[src/rtl/tdt_pkg.sv]
package tdt_pkg;
  localparam int TONE_W_DEF = 13;
  localparam int PERIOD_DEF = 4095;
  localparam int SYNC_STAGES = 2;
endpackage

[src/rtl/tdt_rst_sync.sv]
module tdt_rst_sync #(
  parameter int STAGES = tdt_pkg::SYNC_STAGES
) (
  input  logic clk,
  input  logic rst_n,
  output logic rst_n_sync
);
  logic [STAGES-1:0] chain_q;

  always_ff @(posedge clk or negedge rst_n) begin
    if (!rst_n) chain_q <= '0;
    else        chain_q <= {chain_q[STAGES-2:0], 1'b1};
  end

  assign rst_n_sync = chain_q[STAGES-1];
endmodule

[src/rtl/tdt_tone_sum.sv]
module tdt_tone_sum #(
  parameter int TONE_W = tdt_pkg::TONE_W_DEF,
  localparam int SUM_W = TONE_W + 1
) (
  input  logic signed [TONE_W-1:0] tone_a,
  input  logic signed [TONE_W-1:0] tone_b,
  output logic signed [SUM_W-1:0]  sum
);
  logic signed [SUM_W-1:0] ext_a, ext_b;

  always_comb begin
    ext_a = {tone_a[TONE_W-1], tone_a};
    ext_b = {tone_b[TONE_W-1], tone_b};
    sum   = ext_a + ext_b;
  end
endmodule

[src/rtl/tdt_offset_reg.sv]
module tdt_offset_reg #(
  parameter int W = tdt_pkg::TONE_W_DEF + 1
) (
  input  logic                clk,
  input  logic                rst_n,
  input  logic signed [W-1:0] sum,
  output logic        [W-1:0] code
);
  localparam logic [W-1:0] MIDSCALE = {1'b1, {(W-1){1'b0}}};

  logic [W-1:0] code_d;

  always_comb begin
    code_d = {~sum[W-1], sum[W-2:0]};
  end

  always_ff @(posedge clk or negedge rst_n) begin
    if (!rst_n) code <= MIDSCALE;
    else        code <= code_d;
  end
endmodule

[src/rtl/tdt_settle_counter.sv]
module tdt_settle_counter #(
  parameter int PERIOD = tdt_pkg::PERIOD_DEF,
  localparam int CNT_W = $clog2(PERIOD)
) (
  input  logic             clk,
  input  logic             rst_n,
  input  logic             en,
  output logic [CNT_W-1:0] cnt,
  output logic             hit
);
  localparam logic [CNT_W-1:0] LAST = CNT_W'(PERIOD - 1);

  logic [CNT_W-1:0] cnt_d;
  logic             hit_d;
  logic             at_last;

  always_comb begin
    at_last = (cnt == LAST);
    cnt_d   = cnt;
    hit_d   = 1'b0;
    if (en) begin
      hit_d = at_last;
      cnt_d = at_last ? '0 : cnt + 1'b1;
    end
  end

  always_ff @(posedge clk or negedge rst_n) begin
    if (!rst_n) begin
      cnt <= '0;
      hit <= 1'b0;
    end else begin
      cnt <= cnt_d;
      hit <= hit_d;
    end
  end
endmodule

[src/rtl/tone_dac_trigger.sv]
module tone_dac_trigger #(
  parameter int TONE_W = tdt_pkg::TONE_W_DEF,
  parameter int PERIOD = tdt_pkg::PERIOD_DEF,
  localparam int SUM_W = TONE_W + 1,
  localparam int CNT_W = $clog2(PERIOD)
) (
  input  logic                     clk,
  input  logic                     rst_n,
  input  logic                     clk_en,
  input  logic signed [TONE_W-1:0] tone_a,
  input  logic signed [TONE_W-1:0] tone_b,
  output logic        [SUM_W-1:0]  dac_word,
  output logic                     count_hit
);
  logic                    rst_n_s;
  logic signed [SUM_W-1:0] tone_sum;
  logic [CNT_W-1:0]        settle_cnt;

  tdt_rst_sync #(.STAGES(tdt_pkg::SYNC_STAGES)) u_rst (
    .clk(clk), .rst_n(rst_n), .rst_n_sync(rst_n_s)
  );

  tdt_tone_sum #(.TONE_W(TONE_W)) u_sum (
    .tone_a(tone_a), .tone_b(tone_b), .sum(tone_sum)
  );

  tdt_offset_reg #(.W(SUM_W)) u_fmt (
    .clk(clk), .rst_n(rst_n_s), .sum(tone_sum), .code(dac_word)
  );

  tdt_settle_counter #(.PERIOD(PERIOD)) u_cnt (
    .clk(clk), .rst_n(rst_n_s), .en(clk_en), .cnt(settle_cnt), .hit(count_hit)
  );
endmodule

[config.mk]
export PLATFORM = sky130hd
export DESIGN_NAME = tone_dac_trigger
export DESIGN_NICKNAME = d
export VERILOG_FILES = /design/src/rtl/tdt_pkg.sv /design/src/rtl/tdt_rst_sync.sv /design/src/rtl/tdt_tone_sum.sv /design/src/rtl/tdt_offset_reg.sv /design/src/rtl/tdt_settle_counter.sv /design/src/rtl/tone_dac_trigger.sv
export SDC_FILE = /design/constraint.sdc
export NUM_CORES = 1
export LEC_CHECK = 0
export BUFFER_PORTS_ARGS = -buffer_cell sky130_fd_sc_hd__buf_2
export CAP_MARGIN = 10
export CORE_AREA = 2 2 68 70
export DETAILED_ROUTE_END_ITERATION = 12
export DIE_AREA = 0 0 70 72
export PLACE_DENSITY_LB_ADDON = 0.3
export SYNTH_ARGS = -nofsm -noshare
export SYNTH_HDL_FRONTEND = slang
export SYNTH_SLANG_ARGS = --single-unit
export TNS_END_PERCENT = 5
[constraint.sdc]
create_clock -name clk -period 1 [get_ports clk]
set_clock_uncertainty 0.2 [all_clocks]
set_input_delay 0.05 -clock clk [delete_from_list [all_inputs] [get_ports clk]]
set_output_delay 0.05 -clock clk [all_outputs]
set_load 0.1 [all_outputs]
; ---- Yosys cells after proc, flatten, opt, wreduce, memory -nomap -nowiden
; Cells that the tools add are included.
[totals]
register_bits = 29
out_inout_bits = 15
wordCells = 10
in_bits = 29
[classes]
add_sub_neg = 2
muxes = 2
bitwise_logic = 1
n_eq_ne = 1
[op_table]
columns = operator, n
row1 = $add A13 B13 Y14, 1
row2 = $add A12 B1 Y12 const B, 1
row3 = $eq A12 B12 Y1 const B, 1
row4 = $mux W12, 1
row5 = $mux W1, 1
row6 = $not A1 Y1, 1

; ---- Logic depth before layout (Yosys ltp)
; Gate-level depths: netlist of the first run.
[logic_depth]
depth_word = 2
depth_mapped = 8
mapped_depth_nobuf = 7

; ---- Modules after synthesis
; A second synthesis of the first run with hierarchy kept.
[hier_totals]
hier_cells = 159
hier_area_um2 = 1637.8
[by_module_without_submodules]
columns = module, area_each_um2, cells_each, seq_area_each_um2, instances
row1 = tdt_settle_counter, 659.4, 65, 325.3, 1
row2 = tdt_tone_sum, 569.3, 76, 0.0, 1
row3 = tdt_offset_reg, 355.3, 15, 351.6, 1
row4 = tdt_rst_sync, 53.8, 3, 50.0, 1

; ---- Least setup slack after synthesis of the first run
; OpenSTA, ideal clock, no wires.
[synth_timing]
kind = input to register
startpoint = input tone_a[0]
endpoint = register u_fmt.code[10]
path_buffers = 0
setup_ns = 0.129
required_ns = 0.671
arrival_time_ns = 1.559
cell_stages = 7
slack_ns = -0.888
cell_sequence = ha_1 -> fa_1 -> a21oi_1 -> nor2_1 -> o21ai_0 -> mux2i_1 -> a2111o_1
[synth_via]
elab_chain_cells = 1
[synth_lines]
columns = element, line_no
row1 = start: declaration, tone_dac_trigger.sv:10  ; input logic signed [TONE_W-1:0] tone_a,
row2 = $add A13 B13 Y14, tdt_tone_sum.sv:14  ; sum = ext_a + ext_b;
row3 = net tone_sum[10], tone_dac_trigger.sv:16  ; logic signed [SUM_W-1:0] tone_sum;
row4 = end signal: assignment, tdt_offset_reg.sv:19  ; else code <= code_d;
row5 = end: declaration, tdt_offset_reg.sv:7  ; output logic [W-1:0] code
; The timed path passes the listed nets, and every way through them passes these cells.
; A chain may end at the register's enable or synchronous reset.

; ---- Worst setup path after layout of the first run
[layout_timing]
startpoint = register u_cnt.cnt[0]
endpoint = register u_cnt.cnt[1]
[layout_via]
elab_chain_cells = 2
word_cells_on_any_way = 3
cone_classes = add/sub: 1 / eq/ne: 1 / mux: 1
[layout_lines]
columns = element, line_no
row1 = start: declaration, tdt_settle_counter.sv:8  ; output logic [CNT_W-1:0] cnt,
row2 = start signal: assignment, tdt_settle_counter.sv:32  ; cnt <= cnt_d;
row3 = $add A12 B1 Y12 or $eq A12 B12 Y1 (tied branches), "tdt_settle_counter.sv:23, tdt_settle_counter.sv:18"
row4 = $mux W12 *, tdt_settle_counter.sv:23  ; cnt_d = at_last ? '0 : cnt + 1'b1;
; Mark *: on every way between the ends. The rest lies on a longest branch, timed or not.

==> flow_summary.json, run 1 <==
{
  "status": "finished with violations",
  "violations": "negative hold slack, negative setup slack",
  "highest_layer": "met4",
  "critPathMaxFanout": 7,
  "drtPass1Iterations": 5,
  "p_switching_mw": 2.16,
  "synth-seq-area-share": 0.426,
  "ios": 44,
  "worst_ep_required_time_ns": 0.97,
  "p_seq_frac": 0.305,
  "switching_share": 0.407,
  "wl_met3_um": 166,
  "wl_per_cell_um": 13.0,
  "critPathKind": "register to register",
  "p_leak_nw": 1.34,
  "maxCapViolCount": 0,
  "cts_hold_buf": 3,
  "mostFrequentLayoutCells": "buf_4, buf_2, dfrtp_1, nand2_1, buf_12",
  "p_comb_frac": 0.505,
  "synth_top_area_frac": 0.411,
  "rr_startpoint": "u_cnt.cnt[0]",
  "final_hold_viol_count": 2,
  "die_area_sq_mm": 0.00504,
  "maxSlewViolCount": 0,
  "num_rows": 24,
  "num-nets-final": 316,
  "antenna_found_initial": 0,
  "regToRegSetupSlack_ns": -0.71,
  "routed_wl_um": 4220,
  "grt_util_all_layers": 0.177,
  "endpoint": "u_cnt.cnt[1]",
  "root_buffer": "clkbuf_8",
  "whs_ns": -0.0904,
  "crit_path_start": "u_cnt.cnt[0]",
  "setup_ws_ns": -0.714,
  "post-place-ws_ns": -0.844,
  "drt_first_iter_violations": 104,
  "rsz0062_at_grt": "yes",
  "die_w_um": 70,
  "ff_latch_area_sq_um": 727,
  "grt_max_degree": 28,
  "layout-drive-gt1-share": 0.445,
  "layout_commonest_cell": "buf_4",
  "fillers": 333,
  "area_growth_syn_to_layout_pct": 67.6,
  "grt_pass1_vias": 1632,
  "fmax_mhz": 583,
  "clock-sinks": 29,
  "synthCells": 176,
  "diodes": 0,
  "drc_errors": 0,
  "syn_nets": 221,
  "synth_cell_types": 37,
  "period_needed_ns": 1.71,
  "place.gp.congestion": 0.890,
  "yosys_warnings": 0,
  "clock_path_buffers": 2,
  "worstSkewPairLatency_ns": 0.29,
  "die_h_um": 72,
  "hp-class": "input port to register",
  "port_buffers": 43,
  "r2r_end": "u_cnt.cnt[1]",
  "cts_tree": "done",
  "overflow": 0,
  "synth.largest_area_cell": "dfrtp_1",
  "start_kind": "register",
  "p_per_area_mw_per_mm2": 1860,
  "p_clk_frac": 0.190,
  "synthTopCellsByArea": "dfrtp_1, ha_1, o21ai_0, nand2_1, xnor2_1",
  "cts_buffers": 5,
  "multiInputGateArea_sq_mm": 0.00113,
  "hold_depth": 2,
  "rr_worst_depth": 7,
  "syn_area_per_cell_sq_um": 9.70,
  "setup_violations": 38,
  "core_area_sq_mm": 0.00426,
  "dp.final_hpwl_um": 3020,
  "vias": 1634,
  "endpoint_kind": "register",
  "viasPerCell": 5.04,
  "drt-met1-wl_um": 1740,
  "cp.arrival_ns": 1.68,
  "synth-seq-cells": 29,
  "ant_nets": 0,
  "route.met2.wl_um": 2190,
  "grt_pass1_wl_um": 6960,
  "htree_levels": 2,
  "initial_core_util": 0.400,
  "netlist_area_sq_mm": 0.00171,
  "clk_pin_slew_ns": 0.07,
  "ir_drop_mv": 0.989,
  "p_int_mw": 3.15,
  "final.period_utilization": 1.71
}
-- final cells by class --
cell class,instances,share of cell area
clock buffer,8,0.0315
inverter,6,0.00787
tap,52,0.0227
timing repair buffer,90,0.287
multi-input combinational,139,0.397
sequential,29,0.254
-- cells by family (layout without fill, tap and decap cells) --
group,Yosys count,in the layout,share of synthesized area
buffers and inverters,8,104,0.0183
muxes,5,5,0.0301
AOI/OAI and AO/OA,42,42,0.165
adders and majority gates,16,16,0.122
DFF,29,29,0.426
other,1,1,0.00220
and+or+nand+nor,66,66,0.191
xor gates and xnor gates,9,9,0.0462
-- cell usage after synthesis, drive strengths merged --
library cell  number
a221oi             3
a221o              1
inv                6
buf                1
a21oi              8
o2111ai            1
fa                 1
nand2b             4
dfstp              1
o31ai              3
a31oi              1
nor2b              6
nor4               5
a2111o             1
mux2               1
ha                15
a22oi              1
a31o               1
o21ai             16
and3               5
nand3              9
dfrtp             28
conb               1
nor3b              1
nand4              2
xnor2              6
and2               1
mux2i              4
o21a               1
a21o               3
clkbuf             1
xor2               3
o21bai             1
o211ai             1
nor3               4
nor2               9
nand2             20
-- worst max-delay path, stage by stage, from the launching register on --
cell	delay, ns
dfrtp_1	0.38
inv_2	0.07
ha_4	0.13
nand2_4	0.05
nor4_4	0.30
buf_6	0.18
nor2_4	0.03
mux2_4	0.24
-- worst min path at each step --
stage          slack (ns)                to  startpoint
2_1_floorplan       -0.45  u_rst.chain_q[0]       rst_n
3_3_place_gp        -0.36  u_rst.chain_q[0]       rst_n
3_5_place_dp        -0.36  u_rst.chain_q[0]       rst_n
4_1_cts             -0.09     u_fmt.code[1]   tone_b[1]
5_1_grt             -0.09     u_fmt.code[1]   tone_b[1]
6_report            -0.09     u_fmt.code[1]   tone_b[1]
-- power groups by stage --
stage,Clock [mW],Combinational (mW),Sequential (mW)
after floorplan,0,0.604,2.40
after global placement,0,2.45,1.62
after detailed placement,0,2.49,1.62
after CTS,1.03,2.52,1.60
after global routing,1.08,2.87,1.65
final,1.01,2.68,1.62
-- stage by stage --
stage	std cells	setup TNS (ns)	instance area [sq um]	utilization	power, mW
final	324	-14.09	2860	0.671	5.32
after global routing	324	-15.97	2860	0.671	5.59
after CTS	323	-13.42	2760	0.648	5.15
after detailed placement	312	-16.47	2620	0.614	4.11
after global placement	312	-16.04	2620	0.614	4.06
after floorplan	176	-15.98	1780	-	3.00
-- sequential cells by signal, summed over array words and instances (netlist names) --
register and cells:
u_cnt.cnt 12, u_fmt.code 14, u_rst.chain_q 2, u_cnt.hit 1
-- repair_timing --
action	4_1_cts	5_1_grt
gates resized for setup	8	28
buffers inserted	0	1
setup endpoints to repair	38	38
pin swaps	6	9
hold endpoints to repair	7	2
-- layer usage --
layer,vias up,track usage
met2,42,0.305
met4,0,0.0940
met1,756,0.203
met5,-,0
met3,10,0.0444
li1,826,-
Power figures use the tool's default switching activity.
==> run 2: changes to the inputs <==
--- a/config.mk
+++ b/config.mk
@@ -7,9 +7,9 @@
 export LEC_CHECK = 0
 export BUFFER_PORTS_ARGS = -buffer_cell sky130_fd_sc_hd__buf_2
 export CAP_MARGIN = 10
-export CORE_AREA = 2 2 68 70
+export CORE_AREA = 2 2 64 66
 export DETAILED_ROUTE_END_ITERATION = 12
-export DIE_AREA = 0 0 70 72
+export DIE_AREA = 0 0 66 68
 export PLACE_DENSITY_LB_ADDON = 0.3
 export SYNTH_ARGS = -nofsm -noshare
 export SYNTH_HDL_FRONTEND = slang
==> flow_summary.json, run 2 (same netlist as run 1, synthesis figures left out) <==
{
  "die_w_um": 66,
  "layout_commonest_cell": "buf_4",
  "whs_ns": -0.0311,
  "hold_depth": 3,
  "hp-class": "input port to register",
  "numPlacedInstances": 311,
  "drc_errors": 0,
  "p_per_area_mw_per_mm2": 1870,
  "cts_hold_buf": 3,
  "start_kind": "register",
  "utilization": 0.748,
  "rr_worst_depth": 7,
  "layout-drive-gt1-share": 0.457,
  "initial_core_util": 0.443,
  "grt_pass1_vias": 1637,
  "largestRegisters": "u_fmt.code: 14 flops, u_cnt.cnt: 12 flops, u_rst.chain_q: 2 flops",
  "port_buffers": 43,
  "final.period_utilization": 1.76,
  "die_area_sq_mm": 0.00449,
  "num_rows": 23,
  "maxSlewViolCount": 0,
  "hold_path_startpoint": "tone_b[12]",
  "r2r_end": "u_cnt.cnt[1]",
  "vias": 1700,
  "die_h_um": 68,
  "p_int_mw": 3.21,
  "worstSkewPairLatency_ns": 0.28,
  "endpoint_kind": "register",
  "wl_per_cell_um": 14.2,
  "p_switching_mw": 2.19,
  "regToRegSetupSlack_ns": -0.76,
  "antenna_found_initial": 0,
  "rr_startpoint": "u_cnt.cnt[0]",
  "worst_ep_required_time_ns": 0.96,
  "cts_buffers": 5,
  "period_needed_ns": 1.76,
  "fin_area_sq_mm": 0.00288,
  "num-nets-final": 320,
  "area_growth_syn_to_layout_pct": 68.9,
  "violations": "negative hold slack, negative setup slack",
  "top_register": "u_fmt.code",
  "grt_pass1_wl_um": 7250,
  "critPathMaxFanout": 7,
  "clk_pin_slew_ns": 0.06,
  "drt_first_iter_violations": 107,
  "stdcell_count": 326,
  "ios": 44,
  "clock_path_buffers": 2,
  "place.gp.congestion": 0.810,
  "htree_levels": 2,
  "rsz0062_at_grt": "yes",
  "grt_util_all_layers": 0.218,
  "setup_violations": 39,
  "drtPass1Iterations": 4,
  "root_buffer": "clkbuf_8",
  "hold_end": "u_fmt.code[13]",
  "core_area_sq_mm": 0.00386,
  "cp.arrival_ns": 1.72,
  "final_hold_viol_count": 2,
  "routed_wl_um": 4620,
  "setup_ws_ns": -0.762,
  "status": "finished with violations",
  "clock-sinks": 29,
  "largest_reg_flops": 14,
  "grt_max_degree": 28,
  "dpl_cell_area_sq_mm": 0.00262,
  "cts_tree": "done",
  "post-place-ws_ns": -0.834,
  "dp.final_hpwl_um": 3310,
  "p_clk_frac": 0.182,
  "mostFrequentLayoutCells": "buf_4, buf_2, dfrtp_1, nand2_1, buf_12",
  "ant_nets": 0,
  "switching_share": 0.405,
  "viasPerCell": 5.21,
  "maxCapViolCount": 0,
  "fillers": 266,
  "p_comb_frac": 0.518,
  "overflow": 0,
  "diodes": 0,
  "ir_drop_mv": 0.777,
  "p_seq_frac": 0.300,
  "p_leak_nw": 1.35,
  "fmax_mhz": 567,
  "critPathKind": "register to register"
}
[run 2: how the worst max path moves through the flow]
stage | from | endpoint | slack [ns]
floorplan | u_cnt.cnt[2] | u_cnt.cnt[9] | -0.69
global placement | tone_a[0] | u_fmt.code[10] | -0.79
detailed placement | tone_a[1] | u_fmt.code[11] | -0.83
CTS | u_cnt.cnt[5] | u_cnt.cnt[1] | -0.66
global route | u_cnt.cnt[0] | u_cnt.cnt[1] | -0.81
finish | u_cnt.cnt[0] | u_cnt.cnt[1] | -0.76
[run 2: routing by layer]
| metal | track usage | wire length [um] | up-vias |
|---|---|---|---|
| li1 | - | - | 837 |
| met3 | 0.0395 | 129 | 16 |
| met5 | 0 | 0 | - |
| met2 | 0.424 | 2630 | 46 |
| met1 | 0.219 | 1690 | 801 |
| met4 | 0.117 | 174 | 0 |
[run 2: worst max-delay path, cell delays in order, from the launching register on]
cell,delay (ns)
dfrtp_1,0.38
inv_2,0.08
ha_4,0.13
nand2_4,0.05
nor4_4,0.29
buf_4,0.21
nor2_2,0.04
mux2_4,0.25
[run 2: stage by stage]
step | power (mW) | setup TNS, ns
finish | 5.40 | -14.58
global route | 5.67 | -16.32
CTS | 5.21 | -13.44
detailed placement | 4.15 | -16.62
global placement | 4.09 | -15.81
floorplan | 3.00 | -15.98
[run 2: power groups by stage]
stage          clock [mW]  sequential, mW  combinational [mW]
2_1_floorplan           0            2.40               0.604
3_3_place_gp            0            1.61                2.47
3_5_place_dp            0            1.62                2.53
4_1_cts              1.01            1.60                2.60
5_1_grt              1.06            1.65                2.96
6_report            0.983            1.62                2.80
[run 2: cell type report]
type                       count  area, sq um  area share
tap                           50         62.6      0.0217
multi-input combinational    139         1130       0.393
sequential                    29          728       0.253
inverter                       6         22.5     0.00781
clock buffer                   8         90.1      0.0313
timing repair buffer          94          847       0.294
[run 2: repair_timing]
| item | CTS | global route |
|---|---|---|
| setup endpoints to repair | 38 | 40 |
| hold endpoints to repair | 6 | 2 |
| gates resized for setup | 12 | 21 |
| pin swaps | 9 | 8 |
| buffers inserted | 1 | 3 |
